### config.mk
export PLATFORM = sky130hd
export DESIGN_NAME = mcr_responder
export DESIGN_NICKNAME = d
export VERILOG_FILES = /design/src/rtl/mcr_pkg.sv /design/src/rtl/mcr_cmd_track.sv /design/src/rtl/mcr_decode.sv /design/src/rtl/mcr_rsp_entry.sv /design/src/rtl/mcr_rsp_bank.sv /design/src/rtl/mcr_responder.sv
export SDC_FILE = /design/constraint.sdc
export NUM_CORES = 1
export LEC_CHECK = 0
export BUFFER_PORTS_ARGS = -buffer_cell sky130_fd_sc_hd__buf_2
export CORE_ASPECT_RATIO = 1.1
export CORE_MARGIN = 5
export CORE_UTILIZATION = 40
export CTS_BUF_LIST = sky130_fd_sc_hd__clkbuf_16
export DETAILED_ROUTE_END_ITERATION = 8
export GPL_TIMING_DRIVEN = 0
export PLACE_DENSITY_LB_ADDON = 0.12
export SKIP_CTS_REPAIR_TIMING = 1
export SYNTH_ARGS = -nofsm -noshare
export SYNTH_HDL_FRONTEND = slang
export SYNTH_SLANG_ARGS = --single-unit
export TNS_END_PERCENT = 50
### constraint.sdc
create_clock -name clk -period 8.6 [get_ports clk]
set_input_delay 0.43 -clock clk [delete_from_list [all_inputs] [get_ports clk]]
set_output_delay 0.43 -clock clk [all_outputs]
set_load 0.005 [all_outputs]
### src/rtl/mcr_pkg.sv
package mcr_pkg;
  localparam logic [2:0] OP_ACQ = 3'd1;
  localparam logic [2:0] OP_QRY = 3'd4;
  localparam logic [2:0] OP_BAD = 3'd6;
  localparam logic [2:0] OP_ECC = 3'd7;

  typedef enum logic [1:0] {
    ST_IDLE    = 2'd0,
    ST_ISSUE   = 2'd1,
    ST_COLLECT = 2'd2,
    ST_COMMIT  = 2'd3
  } mcr_state_e;
endpackage

### src/rtl/mcr_cmd_track.sv
module mcr_cmd_track #(
  parameter logic RST_PHASE = 1'b1
) (
  input  logic       clk,
  input  logic       rst_n,
  input  logic       wr_en,
  input  logic [7:0] wr_verb,
  input  logic [7:0] wr_pool,
  input  logic       advance,
  output logic [7:0] verb_q,
  output logic [7:0] pool_q,
  output logic       exp_phase,
  output logic       fire
);
  always_ff @(posedge clk) begin
    if (!rst_n) begin
      verb_q <= {RST_PHASE, 7'b0};
      pool_q <= '0;
    end else if (wr_en) begin
      verb_q <= wr_verb;
      pool_q <= wr_pool;
    end
  end

  // expected phase doubles as the active response index
  always_ff @(posedge clk) begin
    if (!rst_n)       exp_phase <= ~RST_PHASE;
    else if (advance) exp_phase <= ~exp_phase;
  end

  assign fire = (verb_q[7] == exp_phase);
endmodule

### src/rtl/mcr_decode.sv
module mcr_decode
  import mcr_pkg::*;
#(
  parameter int NSLOT  = 8,
  parameter int POOL_W = 6
) (
  input  logic [7:0] verb,
  input  logic [7:0] pool,
  output logic       ok,
  output logic       is_query
);
  logic [2:0] op;
  logic [3:0] cnt;
  logic       pool_ok, cnt_ok, is_acq;

  always_comb begin
    op       = verb[6:4];
    cnt      = verb[3:0];
    pool_ok  = ((pool >> POOL_W) == 8'd0);
    cnt_ok   = (cnt != 4'd0) && (int'(cnt) <= NSLOT);
    is_acq   = (op == OP_ACQ);
    is_query = (op == OP_QRY);
    ok       = pool_ok && (is_query || (is_acq && cnt_ok));
  end
endmodule

### src/rtl/mcr_rsp_entry.sv
module mcr_rsp_entry #(
  parameter int NSLOT  = 8,
  parameter int DESC_W = 64,
  parameter int SLOT_W = 3
) (
  input  logic              clk,
  input  logic              rst_n,
  input  logic              mine,
  input  logic              desc_we,
  input  logic [SLOT_W-1:0] desc_slot,
  input  logic [DESC_W-1:0] desc_data,
  input  logic              commit,
  input  logic [7:0]        commit_verb,
  input  logic [7:0]        commit_pool,
  input  logic [SLOT_W-1:0] rd_slot,
  output logic [7:0]        verb_o,
  output logic [7:0]        pool_o,
  output logic [DESC_W-1:0] desc_o
);
  logic [DESC_W-1:0] desc_q [NSLOT];

  always_ff @(posedge clk) begin
    if (!rst_n) begin
      verb_o <= '0;
      pool_o <= '0;
    end else if (commit) begin
      verb_o <= mine ? commit_verb : 8'h00;
      if (mine) pool_o <= commit_pool;
    end
  end

  always_ff @(posedge clk) begin
    if (!rst_n) begin
      for (int s = 0; s < NSLOT; s++) desc_q[s] <= '0;
    end else if (desc_we && mine) begin
      desc_q[desc_slot] <= desc_data;
    end
  end

  assign desc_o = desc_q[rd_slot];
endmodule

### src/rtl/mcr_rsp_bank.sv
module mcr_rsp_bank #(
  parameter int NSLOT  = 8,
  parameter int DESC_W = 64,
  parameter int SLOT_W = 3
) (
  input  logic              clk,
  input  logic              rst_n,
  input  logic              act,
  input  logic              desc_we,
  input  logic [SLOT_W-1:0] desc_slot,
  input  logic [DESC_W-1:0] desc_data,
  input  logic              commit,
  input  logic [7:0]        commit_verb,
  input  logic [7:0]        commit_pool,
  input  logic              rd_sel,
  input  logic [SLOT_W-1:0] rd_slot,
  output logic [7:0]        rd_verb,
  output logic [7:0]        rd_pool,
  output logic [DESC_W-1:0] rd_desc,
  output logic [1:0]        live
);
  logic [7:0]        e_verb [2];
  logic [7:0]        e_pool [2];
  logic [DESC_W-1:0] e_desc [2];

  for (genvar g = 0; g < 2; g++) begin : g_reg
    mcr_rsp_entry #(.NSLOT(NSLOT), .DESC_W(DESC_W), .SLOT_W(SLOT_W)) u_entry (
      .clk(clk), .rst_n(rst_n),
      .mine(act == 1'(g)),
      .desc_we(desc_we), .desc_slot(desc_slot), .desc_data(desc_data),
      .commit(commit), .commit_verb(commit_verb), .commit_pool(commit_pool),
      .rd_slot(rd_slot),
      .verb_o(e_verb[g]), .pool_o(e_pool[g]), .desc_o(e_desc[g])
    );
    assign live[g] = |e_verb[g];
  end

  assign rd_verb = e_verb[rd_sel];
  assign rd_pool = e_pool[rd_sel];
  assign rd_desc = e_desc[rd_sel];
endmodule

### src/rtl/mcr_responder.sv
module mcr_responder
  import mcr_pkg::*;
#(
  parameter int   NSLOT     = 8,
  parameter int   DESC_W    = 64,
  parameter int   POOL_W    = 6,
  parameter logic RST_PHASE = 1'b1,
  localparam int  SLOT_W    = (NSLOT > 1) ? $clog2(NSLOT) : 1,
  localparam int  CNT_W     = $clog2(NSLOT + 1)
) (
  input  logic              clk,
  input  logic              rst_n,
  input  logic              cmd_we,
  input  logic [7:0]        cmd_verb_in,
  input  logic [7:0]        cmd_pool_in,
  output logic [7:0]        cmd_verb_rd,
  input  logic              rd_sel,
  input  logic [SLOT_W-1:0] rd_slot,
  output logic [7:0]        rd_verb,
  output logic [7:0]        rd_pool,
  output logic [DESC_W-1:0] rd_desc,
  output logic              pool_req_valid,
  input  logic              pool_req_ready,
  output logic              pool_req_kind,
  output logic [POOL_W-1:0] pool_req_id,
  output logic [3:0]        pool_req_count,
  input  logic              pool_rsp_valid,
  output logic              pool_rsp_ready,
  input  logic [DESC_W-1:0] pool_rsp_data,
  input  logic              pool_rsp_none,
  input  logic              pool_rsp_err,
  input  logic              pool_rsp_last
);
  logic [7:0]  trk_verb, trk_pool;
  logic        exp_phase, fire, dec_ok, dec_query;
  logic        commit;
  logic [7:0]  commit_verb;
  logic [1:0]  live;

  mcr_state_e  state_q;
  logic        kind_q, phase_q, err_q;
  logic [7:0]  pool_q;
  logic [3:0]  req_q;
  logic [2:0]  code_q;
  logic [CNT_W-1:0]  got_q;
  logic        beat, take_buf, desc_we;
  logic [SLOT_W-1:0] desc_slot;

  mcr_cmd_track #(.RST_PHASE(RST_PHASE)) u_track (
    .clk(clk), .rst_n(rst_n),
    .wr_en(cmd_we), .wr_verb(cmd_verb_in), .wr_pool(cmd_pool_in),
    .advance(commit),
    .verb_q(trk_verb), .pool_q(trk_pool),
    .exp_phase(exp_phase), .fire(fire)
  );

  mcr_decode #(.NSLOT(NSLOT), .POOL_W(POOL_W)) u_decode (
    .verb(trk_verb), .pool(trk_pool), .ok(dec_ok), .is_query(dec_query)
  );

  assign cmd_verb_rd = trk_verb;

  always_comb begin
    beat      = (state_q == ST_COLLECT) && pool_rsp_valid;
    take_buf  = beat && !pool_rsp_err && !pool_rsp_none &&
                (kind_q || (int'(got_q) < int'(req_q)));
    desc_we   = take_buf;
    desc_slot = kind_q ? '0 : got_q[SLOT_W-1:0];
    commit    = (state_q == ST_COMMIT);
    commit_verb = {phase_q, code_q,
                   (code_q == OP_ACQ) ? 4'(got_q) : 4'd0};
  end

  always_ff @(posedge clk) begin
    if (!rst_n) begin
      state_q <= ST_IDLE;
      kind_q  <= 1'b0;
      phase_q <= 1'b0;
      err_q   <= 1'b0;
      pool_q  <= '0;
      req_q   <= '0;
      code_q  <= '0;
      got_q   <= '0;
    end else begin
      unique case (state_q)
        ST_IDLE: if (fire) begin
          pool_q  <= trk_pool;
          phase_q <= trk_verb[7];
          req_q   <= trk_verb[3:0];
          kind_q  <= dec_query;
          got_q   <= '0;
          err_q   <= 1'b0;
          if (dec_ok) begin
            state_q <= ST_ISSUE;
          end else begin
            code_q  <= OP_BAD;
            state_q <= ST_COMMIT;
          end
        end
        ST_ISSUE: if (pool_req_ready) state_q <= ST_COLLECT;
        ST_COLLECT: if (beat) begin
          if (pool_rsp_err) err_q <= 1'b1;
          if (take_buf && !kind_q) got_q <= got_q + 1'b1;
          if (pool_rsp_last) begin
            code_q  <= (err_q || pool_rsp_err) ? OP_ECC :
                       (kind_q ? OP_QRY : OP_ACQ);
            state_q <= ST_COMMIT;
          end
        end
        ST_COMMIT: state_q <= ST_IDLE;
        default:   state_q <= ST_IDLE;
      endcase
    end
  end

  assign pool_req_valid = (state_q == ST_ISSUE);
  assign pool_req_kind  = kind_q;
  assign pool_req_id    = pool_q[POOL_W-1:0];
  assign pool_req_count = req_q;
  assign pool_rsp_ready = (state_q == ST_COLLECT);

  mcr_rsp_bank #(.NSLOT(NSLOT), .DESC_W(DESC_W), .SLOT_W(SLOT_W)) u_bank (
    .clk(clk), .rst_n(rst_n),
    .act(exp_phase),
    .desc_we(desc_we), .desc_slot(desc_slot), .desc_data(pool_rsp_data),
    .commit(commit), .commit_verb(commit_verb), .commit_pool(pool_q),
    .rd_sel(rd_sel), .rd_slot(rd_slot),
    .rd_verb(rd_verb), .rd_pool(rd_pool), .rd_desc(rd_desc),
    .live(live)
  );
endmodule

==> Implementation_results.wiki <==
{| class="wikitable"
! Metric !! Value
|-
| Unique cell type count in the Yosys netlist || 49
|-
| Data arrival time of the critical path || 5.98 ns
|-
| F_max || 0.178 GHz
|-
| Crit path launch type || flip-flop
|-
| Largest area contributor in the synthesized netlist || sky130_fd_sc_hd__edfxtp_1
|-
| Origin of the critical flop-to-flop path || u_track.exp_phase
|-
| GPL Wtd Cong || 0.818
|-
| Max_cap viols || 0
|-
| Setup Total Neg Slack || 0 ns
|-
| Crit Reg-Reg Endpoint || u_bank.g_reg[1].u_entry.desc_q[1][5]
|-
| Placement Cell Area || 0.0516 mm²
|-
| Worst ir drop on vdd || 161 µV
|-
| Slew HR || 3.61%
|-
| TritonCTS clock tree || built
|-
| Routed WL per cell || 29.8 µm
|-
| Avg Cell Area, Syn || 15.1 µm²
|-
| Clock buffer depth || 3
|-
| Number of design-rule violations left by the first detailed-router iteration || 3202
|-
| Count of pins on the block boundary || 193
|-
| Later-pin clock latency in the skew report || 0.71 ns
|-
| Wire length reported by the detailed router || 154000 µm
|-
| Floorplan die width || 337 µm
|-
| Total chip power || 12100 µW
|-
| Starting density of the core || 40.2%
|-
| DRC violations left || 0
|-
| Worst-case hold slack || -0.0309 ns
|-
| Final design instance area without fill || 0.0553 mm²
|-
| Pre-antenna DRT Iters || 6
|-
| Via count of the first global-routing pass || 30700
|-
| Sequential area share after synthesis || 68.3%
|-
| FF-to-FF path depth || 9
|-
| Overall die area || 0.125 mm²
|-
| Fraction of post-synthesis cell area in the top cell type by area || 65.2%
|-
| Vias per inst || 5.69
|-
| Primary flip-flop cell chosen by synthesis mapping || sky130_fd_sc_hd__edfxtp_1
|-
| H-Tree Level Count || 3
|-
| Most frequent cells in the layout || 1024 x sky130_fd_sc_hd__edfxtp_1, 879 x sky130_fd_sc_hd__nor2_1, 320 x sky130_fd_sc_hd__mux4_2, 256 x sky130_fd_sc_hd__buf_2, 201 x sky130_fd_sc_hd__nand2_1
|-
| Path type of the worst min-delay path || input pin to flip-flop
|-
| Number of nets in the layout || 3608
|-
| Failing checks || hold timing
|-
| Worst Tran Pin Value || 1.45 ns
|-
| Total of endpoints with negative setup slack in the final report || 0
|-
| PortBufs || 187
|-
| Wire length of the first global-routing pass || 218000 µm
|-
| Post-route minimum period || 5.61 ns
|-
| Count of antenna-violating nets left after detailed routing || 0
|-
| Global routing usage summed across all routing layers || 24.6%
|-
| Mapped Nets || 3229
|-
| FF+latch count, synth || 1097
|-
| Commonest non-fill, non-tap cell in the layout || sky130_fd_sc_hd__edfxtp_1
|-
| Top fanout value on the critical path || 18
|-
| Core ar. || 0.117 mm²
|-
| Number of antenna violations at the first check in global routing || 26
|-
| Gate Count Post-Synth || 3128
|-
| Routing usage on met1 || 32.1%
|-
| Area growth, synth to finish || 17.3%
|-
| Unrepaired setup endpoints after global routing || no
|-
| Setup crit end kind || flip-flop
|-
| Root cell of the clock tree || sky130_fd_sc_hd__clkbuf_16
|-
| Total power divided by cell area || 219 mW/mm²
|-
| Required time worst endpoint || 8.97 ns
|-
| Number of CTS-inserted buffers || 116
|-
| DP Wirelength || 107000 µm
|-
| GRT met2 Usage || 41.7%
|-
| Status || complete, but fails checks
|-
| Leading post-synthesis cells by cell area || sky130_fd_sc_hd__edfxtp_1 65%, sky130_fd_sc_hd__mux4_2 15%, sky130_fd_sc_hd__nor2_1 7.0%
|-
| Grt met3 use || 5.03%
|-
| Number of filler instances in the final layout || 10200
|-
| Gr busiest metal || met2
|-
| Clock skew after layout || 0.0367 ns
|-
| Slack of the worst reg-to-reg path || 2.99 ns
|-
| Number of clock sinks || 1097
|-
| Number of warning messages in the yosys log || 0
|-
| Period utilization || 65.2%
|-
| Start point of the critical path || u_track.exp_phase
|-
| Lkg Pwr || 0.0192 µW
|-
| Share of flip-flops with an asynchronous set or reset after synthesis || 0%
|-
| Final Hold Vio Count || 4
|-
| CP endpoint || u_bank.g_reg[1].u_entry.desc_q[1][5]
|-
| Syn Std Cell Area || 0.0472 mm²
|-
| Utilization after layout || 47.1%
|-
| Reg clk slew, reported paths || 0.06 ns
|-
| Maximum number of pins on one net before global-route repair || 38
|-
| Detailed-route via count || 29400
|-
| Post-synth EDFFs || 1024
|-
| Critical path class || flip-flop to flip-flop
|-
| Fraction of layout cells with a size suffix above 1 || 23.7%
|-
| Pins Over Slew Limit || 0
|-
| Grt total ovfl || 0
|-
| Site Rows || 132
|-
| Die Y || 370 µm
|}
[registers in the layout, summed over array words and instances, names as in the netlist]
signal / cells
code_q: 3
err_q: 1
got_q: 4
phase_q: 1
pool_q: 8
pool_req_count: 4
pool_req_kind: 1
state_q: 2
u_bank.g.u_entry.desc_q: 1024
u_bank.g.u_entry.pool_o: 16
u_bank.g.u_entry.verb_o: 16
u_track.exp_phase: 1
u_track.pool_q: 8
u_track.verb_q: 8
[worst min path at each step]
stage / startpoint / end / slack (ns) / cells after the start
4_1_cts: cmd_verb_in[2] / u_track.verb_q[2] / -0.08 / 3
2_1_floorplan: u_track.pool_q[0] / pool_q[0] / 0.43 / 2
3_5_place_dp: u_bank.g_reg[0].u_entry.pool_o[0] / u_bank.g_reg[0].u_entry.pool_o[0] / 0.45 / 2
3_3_place_gp: u_bank.g_reg[1].u_entry.pool_o[0] / u_bank.g_reg[1].u_entry.pool_o[0] / 0.44 / 2
6_report: cmd_verb_in[3] / u_track.verb_q[3] / -0.03 / 3
5_1_grt: cmd_verb_in[0] / u_track.verb_q[0] / 0.004 / 3
[metal layers]
layer	vias up	routed length [µm]
met4	14	4420
met2	1453	76800
met1	15300	58400
met5	-	90
met3	248	14200
li1	12300	-
[final cells by class]
class / instances / area (µm²) / share of cell area (%)
tap: 1541 / 1930 / 3.48
timing repair buffer: 261 / 2390 / 4.33
clock buffer: 122 / 3050 / 5.52
inverter: 11 / 41.3 / 0.0746
buffer: 228 / 973 / 1.76
sequential: 1097 / 32200 / 58.2
multi-input combinational: 1792 / 14100 / 25.5
clock inverter: 95 / 579 / 1.05
antenna: 10 / 25.0 / 0.0452
[cells by family after synthesis]
group,Yosys count,synth area share [%]
AOI/OAI and AO/OA,92,1.24
xor gates and xnor gates,1,0.0186
adders and majority gates,9,0.239
buffers and inverters,239,2.15
DFF,1097,68.3
muxes,353,16.0
and+or+nand+nor,1337,12.0
[cells in the mapped netlist (all sizes together) (5+ instances only)]
cell type and n:
edfxtp 1024, nor2 880, mux4 320, nand2 201, and2 194, clkbuf 135, buf 93, dfxtp 73
a21oi 49, nor2b 18, mux2i 17, mux2 16, o21ai 16, inv 11, ha 9, nand2b 9
nand4 7, nor3 7, nand3 6, or2 5
[through the flow]
stage | std cells | setup WS (ns)
final | 5157 | 2.99
after global routing | 5150 | 2.77
after CTS | 5136 | 2.95
after detailed placement | 4919 | 2.98
after global placement | 4856 | -6.49
after floorplan | 3128 | 1.69
[report_power, final]
| group | internal (µW) | switching [µW] | total (µW) |
|---|---|---|---|
| Sequential | 6030 | 72.3 | 6100 |
| Clock | 2740 | 2070 | 4820 |
| Combinational | 435 | 759 | 1190 |
[critical path, cell delays in order (launching register included)]
cell                       delay [ns]
sky130_fd_sc_hd__dfxtp_1         0.51
sky130_fd_sc_hd__clkbuf_1        0.49
sky130_fd_sc_hd__nor2b_1         0.62
sky130_fd_sc_hd__clkbuf_1        0.77
sky130_fd_sc_hd__clkbuf_1        0.96
sky130_fd_sc_hd__nand2_1         0.44
sky130_fd_sc_hd__o21ai_4         0.74
sky130_fd_sc_hd__buf_12          0.28
sky130_fd_sc_hd__buf_12          0.21
sky130_fd_sc_hd__buf_12          0.21
No activity file was read; power rests on OpenSTA's default activity.
